<file path="config.mk">
export PLATFORM = sky130hd
export DESIGN_NAME = ep0_ctl_seq
export DESIGN_NICKNAME = d
export VERILOG_FILES = /design/src/rtl/ep0_seq_pkg.sv /design/src/rtl/ep0_tok_filter.sv /design/src/rtl/ep0_eop_flag.sv /design/src/rtl/ep0_stage_fsm.sv /design/src/rtl/ep0_ctl_seq.sv
export SDC_FILE = /design/constraint.sdc
export NUM_CORES = 1
export LEC_CHECK = 0
export BUFFER_PORTS_ARGS = -buffer_cell sky130_fd_sc_hd__buf_2
export CAP_MARGIN = 30
export CORE_MARGIN = 3
export CORE_UTILIZATION = 43
export CTS_BUF_LIST = sky130_fd_sc_hd__clkbuf_4
export DETAILED_ROUTE_END_ITERATION = 7
export PLACE_DENSITY = 0.82
export SLEW_MARGIN = 20
export SYNTH_ARGS = -nofsm -noshare
export SYNTH_HDL_FRONTEND = slang
export SYNTH_SLANG_ARGS = --single-unit
</file>
<file path="constraint.sdc">
create_clock -name clk -period 0.8 [get_ports clk]
set_input_delay 0.12 -clock clk [delete_from_list [all_inputs] [get_ports clk]]
set_output_delay 0.12 -clock clk [all_outputs]
set_load 0.02 [all_outputs]
</file>
<file path="src/rtl/ep0_seq_pkg.sv">
package ep0_seq_pkg;
  typedef enum logic [1:0] {TK_OUT = 2'd0, TK_IN = 2'd1, TK_SETUP = 2'd2, TK_ACK = 2'd3} tok_kind_e;
  typedef enum logic [1:0] {PID_DATA0 = 2'd0, PID_DATA1 = 2'd1, PID_NAK = 2'd2, PID_STALL = 2'd3} rsp_pid_e;
  typedef enum logic [1:0] {STG_IDLE = 2'd0, STG_SETUP = 2'd1, STG_DATA = 2'd2, STG_STATUS = 2'd3} stage_e;
  typedef enum logic [1:0] {AW_NONE = 2'd0, AW_DATA = 2'd1, AW_STATUS = 2'd2} await_e;
  localparam int NUM_KINDS = 4;
endpackage

</file>
<file path="src/rtl/ep0_tok_filter.sv">
module ep0_tok_filter
  import ep0_seq_pkg::*;
#(
  parameter int ADDR_W = 7,
  parameter int EP_W   = 4,
  parameter int EP_NUM = 0
) (
  input  logic                 tok_valid,
  input  logic [1:0]           tok_kind,
  input  logic [ADDR_W-1:0]    tok_addr,
  input  logic [EP_W-1:0]      tok_ep,
  input  logic                 tok_err,
  input  logic [ADDR_W-1:0]    dev_addr,
  output logic [NUM_KINDS-1:0] hit_vec
);
  logic match;

  // A token counts only if it is addressed to this device and endpoint and is clean
  assign match = tok_valid && (tok_addr == dev_addr) && (tok_ep == EP_W'(EP_NUM)) && !tok_err;

  for (genvar k = 0; k < NUM_KINDS; k++) begin : g_kind
    assign hit_vec[k] = match && (tok_kind == 2'(k));
  end
endmodule

</file>
<file path="src/rtl/ep0_eop_flag.sv">
module ep0_eop_flag (
  input  logic clk,
  input  logic rst_n,
  input  logic set_i,
  input  logic clr_i,
  output logic flag_o
);
  logic flag_d;
  logic flag_en;

  // Clear wins over a set that arrives in the same cycle
  always_comb begin
    flag_en = set_i || clr_i;
    flag_d  = !clr_i;
  end

  always_ff @(posedge clk or negedge rst_n) begin
    if (!rst_n) begin
      flag_o <= 1'b0;
    end else if (flag_en) begin
      flag_o <= flag_d;
    end
  end
endmodule

</file>
<file path="src/rtl/ep0_stage_fsm.sv">
module ep0_stage_fsm
  import ep0_seq_pkg::*;
(
  input  logic       clk,
  input  logic       rst_n,
  input  logic       hit_setup,
  input  logic       hit_in,
  input  logic       hit_out,
  input  logic       hit_ack,
  input  logic       req_dir_in,
  input  logic       req_has_data,
  input  logic       stall_en,
  input  logic       eop_flag,
  output logic       eop_clr,
  output logic       tx_req,
  output logic [1:0] tx_pid,
  output logic       tx_zlp,
  output logic       toggle,
  output logic [1:0] stage,
  output logic       irq
);
  stage_e   stage_q, stage_d;
  await_e   await_q, await_d;
  rsp_pid_e pid_q, pid_d;
  logic     tog_q, tog_d;
  logic     tx_req_q, tx_req_d;
  logic     zlp_q, zlp_d;
  logic     irq_q, irq_d;
  logic     hit_any, tok_io, status_is_in, is_status;

  assign hit_any      = hit_setup || hit_in || hit_out || hit_ack;
  assign tok_io       = hit_in || hit_out;
  // Status runs opposite to the data direction; with no data it is always IN
  assign status_is_in = !req_has_data || !req_dir_in;
  assign is_status    = hit_in ? status_is_in : !status_is_in;

  always_comb begin
    stage_d  = stage_q;
    tog_d    = tog_q;
    await_d  = hit_any ? AW_NONE : await_q;
    tx_req_d = 1'b0;
    pid_d    = PID_DATA0;
    zlp_d    = 1'b0;
    irq_d    = 1'b0;
    eop_clr  = 1'b0;
    if (hit_setup) begin
      stage_d = STG_SETUP;
      tog_d   = 1'b1;
      irq_d   = 1'b1;
      eop_clr = 1'b1;
    end else if (hit_ack) begin
      if (await_q == AW_DATA) begin
        tog_d = !tog_q;
      end else if (await_q == AW_STATUS) begin
        stage_d = STG_IDLE;
        irq_d   = 1'b1;
        eop_clr = 1'b1;
      end
    end else if (tok_io && (stage_q != STG_IDLE)) begin
      if (stall_en) begin
        tx_req_d = 1'b1;
        pid_d    = PID_STALL;
      end else if (is_status) begin
        stage_d = STG_STATUS;
        if (!eop_flag) begin
          tx_req_d = 1'b1;
          pid_d    = PID_NAK;
        end else if (hit_in) begin
          tx_req_d = 1'b1;
          pid_d    = PID_DATA1;
          zlp_d    = 1'b1;
          await_d  = AW_STATUS;
        end else begin
          stage_d = STG_IDLE;
          irq_d   = 1'b1;
          eop_clr = 1'b1;
        end
      end else if (req_has_data && (stage_q != STG_STATUS)) begin
        stage_d = STG_DATA;
        if (hit_in) begin
          tx_req_d = 1'b1;
          pid_d    = tog_q ? PID_DATA1 : PID_DATA0;
          await_d  = AW_DATA;
        end else begin
          tog_d = !tog_q;
        end
      end
    end
  end

  // Transfer state moves only on a hit token; response pulses update every cycle
  always_ff @(posedge clk or negedge rst_n) begin
    if (!rst_n) begin
      stage_q <= STG_IDLE;
      tog_q   <= 1'b0;
      await_q <= AW_NONE;
    end else if (hit_any) begin
      stage_q <= stage_d;
      tog_q   <= tog_d;
      await_q <= await_d;
    end
  end

  always_ff @(posedge clk or negedge rst_n) begin
    if (!rst_n) begin
      tx_req_q <= 1'b0;
      pid_q    <= PID_DATA0;
      zlp_q    <= 1'b0;
      irq_q    <= 1'b0;
    end else begin
      tx_req_q <= tx_req_d;
      pid_q    <= pid_d;
      zlp_q    <= zlp_d;
      irq_q    <= irq_d;
    end
  end

  assign tx_req = tx_req_q;
  assign tx_pid = pid_q;
  assign tx_zlp = zlp_q;
  assign toggle = tog_q;
  assign stage  = stage_q;
  assign irq    = irq_q;
endmodule

</file>
<file path="src/rtl/ep0_ctl_seq.sv">
module ep0_ctl_seq
  import ep0_seq_pkg::*;
#(
  parameter int ADDR_W = 7,
  parameter int EP_W   = 4,
  parameter int EP_NUM = 0,
  parameter int SYNC_STAGES = 2
) (
  input  logic              clk,
  input  logic              rst_n,
  input  logic              tok_valid,
  input  logic [1:0]        tok_kind,
  input  logic [ADDR_W-1:0] tok_addr,
  input  logic [EP_W-1:0]   tok_ep,
  input  logic              tok_err,
  input  logic [ADDR_W-1:0] dev_addr,
  input  logic              req_dir_in,
  input  logic              req_has_data,
  input  logic              cpu_eop,
  input  logic              stall_en,
  output logic              tx_req,
  output logic [1:0]        tx_pid,
  output logic              tx_zlp,
  output logic              toggle,
  output logic [1:0]        stage,
  output logic              ep0_irq
);
  logic [SYNC_STAGES-1:0] rst_pipe;
  logic                   rst_sync_n;
  logic [NUM_KINDS-1:0]   hit_vec;
  logic                   eop_flag;
  logic                   eop_clr;

  // Reset asserts at once and is released on a clock edge
  always_ff @(posedge clk or negedge rst_n) begin
    if (!rst_n) begin
      rst_pipe <= '0;
    end else begin
      rst_pipe <= {rst_pipe[SYNC_STAGES-2:0], 1'b1};
    end
  end
  assign rst_sync_n = rst_pipe[SYNC_STAGES-1];

  ep0_tok_filter #(.ADDR_W(ADDR_W), .EP_W(EP_W), .EP_NUM(EP_NUM)) u_filter (
    .tok_valid(tok_valid),
    .tok_kind (tok_kind),
    .tok_addr (tok_addr),
    .tok_ep   (tok_ep),
    .tok_err  (tok_err),
    .dev_addr (dev_addr),
    .hit_vec  (hit_vec)
  );

  ep0_eop_flag u_eop (
    .clk   (clk),
    .rst_n (rst_sync_n),
    .set_i (cpu_eop),
    .clr_i (eop_clr),
    .flag_o(eop_flag)
  );

  ep0_stage_fsm u_fsm (
    .clk         (clk),
    .rst_n       (rst_sync_n),
    .hit_setup   (hit_vec[TK_SETUP]),
    .hit_in      (hit_vec[TK_IN]),
    .hit_out     (hit_vec[TK_OUT]),
    .hit_ack     (hit_vec[TK_ACK]),
    .req_dir_in  (req_dir_in),
    .req_has_data(req_has_data),
    .stall_en    (stall_en),
    .eop_flag    (eop_flag),
    .eop_clr     (eop_clr),
    .tx_req      (tx_req),
    .tx_pid      (tx_pid),
    .tx_zlp      (tx_zlp),
    .toggle      (toggle),
    .stage       (stage),
    .irq         (ep0_irq)
  );
endmodule

</file>
==> summary.md, run 1 <==
| Metric | Value |
|---|---|
| Status | `did not finish` |
| Failing step | `global routing` |
| Error | `[ERROR DPL-0033] detailed placement checks failed during check placement.` |
| Gpl congestion | `0.850` |
| DP HPWL | `1.92 mm` |
| Starting Density | `0.486` |
| Share of the synthesized area in the top cell type | `0.420` |
| Synth cell count leaders | `dfrtp_1, xor2_1, nor2_1` |
| Yosys warning count | `0` |
| # clock sinks | `13` |
| FF+latch count, synth | `13` |
| Port Buffers | `35` |
| Ys flop type | `dfrtp_1` |
| Syn avg cell area | `9.68 um2` |
| Share of async-settable or async-resettable flops after synthesis | `1.00` |
| Number of flops mapped to enable cells by yosys | `0` |
| CTS buffer count | `3` |
| Placed Instance Area | `1220 um2` |
| H-tree depth | `1` |
| Post-GRT worst EP | `u_fsm.stage[0]$_DFFE_PN0P_/D` |
| Cells after synthesis | `80` |
| IO Pins | `36` |
| Seq/Total Area, Yosys | `0.420` |
| Row cnt | `14` |
| Most numerous cell in the Yosys netlist | `dfrtp_1` |
| Initial antenna violation count | `0` |
| Netlist Area Pre-Place | `774 um2` |
| Clk buf depth | `2` |
| Most area-hungry cell type in the Yosys netlist | `dfrtp_1` |
| Largest net degree at the start of global routing | `8` |
| Worst EP kind | `sequential cell input` |
| Synth area leaders | `dfrtp_1, xor2_1, nand2b_1` |
| Die W | `48.4 um` |
| Die Ht | `48.4 um` |
| CTS root buf | `clkbuf_4` |
| Synthesized Nets | `108` |
| Dpl ws | `-844 ps` |
| Yosys cell types | `30` |
## cells by family after synthesis
group | Yosys count | synth area share
muxes | 2 | 0.0291
other | 1 | 0.00484
xor gates and xnor gates | 8 | 0.0905
buffers and inverters | 3 | 0.0145
AOI/OAI and AO/OA | 15 | 0.118
DFF | 13 | 0.420
and+or+nand+nor | 38 | 0.323
## through the flow
stage	std cells	hold WS, ps	setup TNS, ps
after CTS	170	64.9	-6220
after detailed placement	161	-94.3	-8460
after global placement	161	-95.4	-7870
after floorplan	80	-176	-5280
## timing repair
action / CTS
resized for setup: 27
endpoints found under the setup margin: 19
hold endpoints to repair: 2
hold buffers: 1
setup buffers: 4
pin swaps: 9
==> run 2: changes to the inputs <==
- CORE_AREA: not set -> 3 3 64 66
- CORE_MARGIN: 3 -> not set
- CORE_UTILIZATION: 43 -> not set
- CTS_BUF_LIST: sky130_fd_sc_hd__clkbuf_4 -> not set
- DIE_AREA: not set -> 0 0 67 69
- PLACE_DENSITY: 0.82 -> not set
- PLACE_DENSITY_LB_ADDON: not set -> 0.15
- clock period: 0.8 -> 1.05 ns (I/O delays scaled with it)
==> summary.md, run 2 <==
| Metric | Value |
|---|---|
| GRT Total Usage | `0.104` |
| Number of flops mapped to enable cells by yosys | `0 (unchanged)` |
| Worst Hold Class | `in2reg` |
| Synth cell count leaders | `dfrtp_1, xor2_1, nor2_1` |
| Port Buffers | `35 (unchanged)` |
| Share of async-settable or async-resettable flops after synthesis | `1.00 (unchanged)` |
| CP delay by family, top | `simple AND/OR/NAND/NOR gates` |
| Share of the synthesized area in the top cell type | `0.420 (unchanged)` |
| Final Util | `0.394` |
| Yosys warning count | `0 (unchanged)` |
| CTS root buf | `clkbuf_8` |
| Worst path cell trace | `buf_8 > xor2_4 > nor4_4 > nand4_4 > nor4_4 > mux2_4` |
| Most numerous cell in the Yosys netlist | `dfrtp_1` |
| Avg WL per Cell | `11.2 um` |
| CP Class | `in2reg` |
| Power Density | `817 nW/um2` |
| Setup Total Neg Slack | `-3090 ps` |
| Die W | `67 um (+38%)` |
| Row cnt | `22 (+8)` |
| Die area | `4620 um2` |
| CP dominant cell by count | `nor4_4` |
| TritonRoute pass-1 iters | `4` |
| Largest net degree at the start of global routing | `12` |
| Violated checks | `negative setup slack` |
| Skew-Pair Late Insertion Delay | `240 ps` |
| Nets | `172` |
| Via/cell ratio | `4.24` |
| Slew Limit Fails | `0` |
| Clk buf depth | `2 (unchanged)` |
| WP buf/inv | `1` |
| Critical Path Slowest Stage Cell | `mux2_4` |
| DR WL met3 | `117 um` |
| Synthesized Nets | `108 (unchanged)` |
| Most area-hungry cell type in the Yosys netlist | `dfrtp_1` |
| ANT nets after route | `0` |
| Clock-pin slew on the worst setup and hold paths | `50 ps` |
| DP HPWL | `1.74 mm (-9.0%)` |
| CTS buffer count | `3 (unchanged)` |
| First-pass GRT wire length | `3.80 mm` |
| Gpl congestion | `0.799 (-5.9%)` |
| CTS tree | `yes` |
| Starting Density | `0.213 (-0.273)` |
| # clock sinks | `13 (unchanged)` |
| Crit end category | `flip-flop` |
| Vias | `809` |
| Max VDD drop | `340 uV` |
| IO Pins | `36 (unchanged)` |
| Peak Freq | `704 MHz` |
| RSZ-0062 raised after global routing | `yes` |
| Status | `finished with violations` |
| Cells after synthesis | `80 (unchanged)` |
| Tcrit/Tclk final | `1.35` |
| Seq/Total Area, Yosys | `0.420 (unchanged)` |
| Netlist Area Pre-Place | `774 um2 (unchanged)` |
| Layout cell share with drive strength beyond 1 | `0.587` |
| Worst path max stage delay | `330 ps` |
| FF+latch count, synth | `13 (unchanged)` |
| WL met1 | `825 um` |
| Setup WS post-layout | `-371 ps` |
| Syn avg cell area | `9.68 um2 (unchanged)` |
| Final WL | `2.14 mm` |
| DP Cell Count | `183 (+14%)` |
| Yosys cell types | `30 (unchanged)` |
| Core Box Area | `3630 um2` |
| # DRC | `0` |
| Grt ovf | `0` |
| Commonest cells after routing, fill and taps aside | `buf_2, buf_4, dfrtp_1` |
| Final setup fails | `13` |
| Die Ht | `69 um (+42%)` |
| Vias in the first global route | `866` |
| H-tree depth | `1 (unchanged)` |
| Initial antenna violation count | `0` |
| Clock skew | `1.04 ps` |
| Most common cell after layout, fill and taps aside | `buf_2` |
| Syn-to-layout area delta | `84.8%` |
| DRT iter0 DRCs | `23` |
| Diode count | `0` |
| CP Max Fanout | `5` |
| Cell Count, Final, Fillers Out | `191` |
| Worst path arrival time | `1540 ps` |
| Max_cap viols | `0` |
| Final min period | `1420 ps` |
| Synth area leaders | `dfrtp_1, xor2_1, nand2b_1` |
| Max Used Layer | `met4` |
| Leakage | `0.677 nW` |
| Ys flop type | `dfrtp_1` |
| Routed wl met2 | `1.15 mm` |
| Startpoint Class | `input port` |
| Critical Path RT | `1170 ps` |
| Final Hold Viols | `0` |
==> run 2: path summary, 6_finish.rpt <==
| check | from | end | slack, ps | cells after the start |
|---|---|---|---|---|
| max in group asynchronous | rst_pipe[1]$_DFF_PN0_ | u_fsm.stage[0]$_DFFE_PN0P_ | 540 | 0 |
| setup / recovery | dev_addr[1] | u_fsm.stage[1]$_DFFE_PN0P_ | -370 | 6 |
| min in group asynchronous | rst_pipe[1]$_DFF_PN0_ | u_fsm.tx_zlp$_DFF_PN0_ | 180 | 0 |
| setup reg to reg | u_fsm.stage[1]$_DFFE_PN0P_ | u_fsm.stage[1]$_DFFE_PN0P_ | -370 | 5 |
| hold reg to reg | rst_pipe[1]$_DFF_PN0_ | u_fsm.tx_zlp$_DFF_PN0_ | 180 | 0 |
| hold / removal | cpu_eop | u_eop.flag_o$_DFFE_PN0P_ | 130 | 3 |
==> run 2: metal layers <==
| metal | GRT usage | vias to the layer above |
|---|---|---|
| li1 | - | 403 |
| met1 | 0.115 | 376 |
| met2 | 0.189 | 24 |
| met3 | 0.0293 | 6 |
| met4 | 0.0270 | 0 |
| met5 | 0 | - |
==> run 2: worst min-delay path, stage by stage <==
cell    delay (ps)
buf_2           80
nor2_1          30
nor2_1          70
==> run 2: through the flow <==
| stage | hold WS, ps | power, mW | setup slack (ps) | cell area [um2] |
|---|---|---|---|---|
| 6_report | 134 | 1.17 | -371 | 1430 |
| 5_1_grt | 178 | 1.24 | -447 | 1430 |
| 4_1_cts | 135 | 1.18 | -395 | 1380 |
| 3_5_place_dp | -55.7 | 0.724 | -641 | 1230 |
| 3_3_place_gp | -57.9 | 0.725 | -588 | 1230 |
| 2_1_floorplan | -138 | 0.608 | -440 | 841 |
==> run 2: layout make-up <==
class / count / area (um2)
Fill cell: 385 / 2200
Tap cell: 48 / 60.1
Clock buffer: 4 / 45.0
Timing Repair Buffer: 61 / 409
Multi-Input combinational cell: 64 / 586
Sequential cell: 13 / 328
Inverter: 1 / 3.75
==> run 2: logic make-up (layout without fill, tap and decap cells) <==
kind of cell	Yosys count	after routing	share of synthesized area
DFF	13	13	0.420
AOI/OAI and AO/OA	15	15	0.118
other	1	1	0.00484
buffers and inverters	3	66	0.0145
muxes	2	2	0.0291
and+or+nand+nor	38	38	0.323
xor gates and xnor gates	8	8	0.0905
==> run 2: report_power, final <==
group          internal [mW]  switching, mW  leakage [nW]
registers              0.505        0.00838         0.168
clock network          0.267          0.164        0.0228
logic                  0.118          0.106         0.486
==> run 2: what timing repair did <==
action | CTS | global route
cloned | 0 | 0
pin swaps | 8 | 4
resized for setup | 16 | 9
setup endpoints to repair | 13 | 13
endpoints found under the hold margin | 2 | 0
buffers inserted | 3 | 0
hold buffers | 1 | 0
No activity file was read; power rests on OpenSTA's default activity.
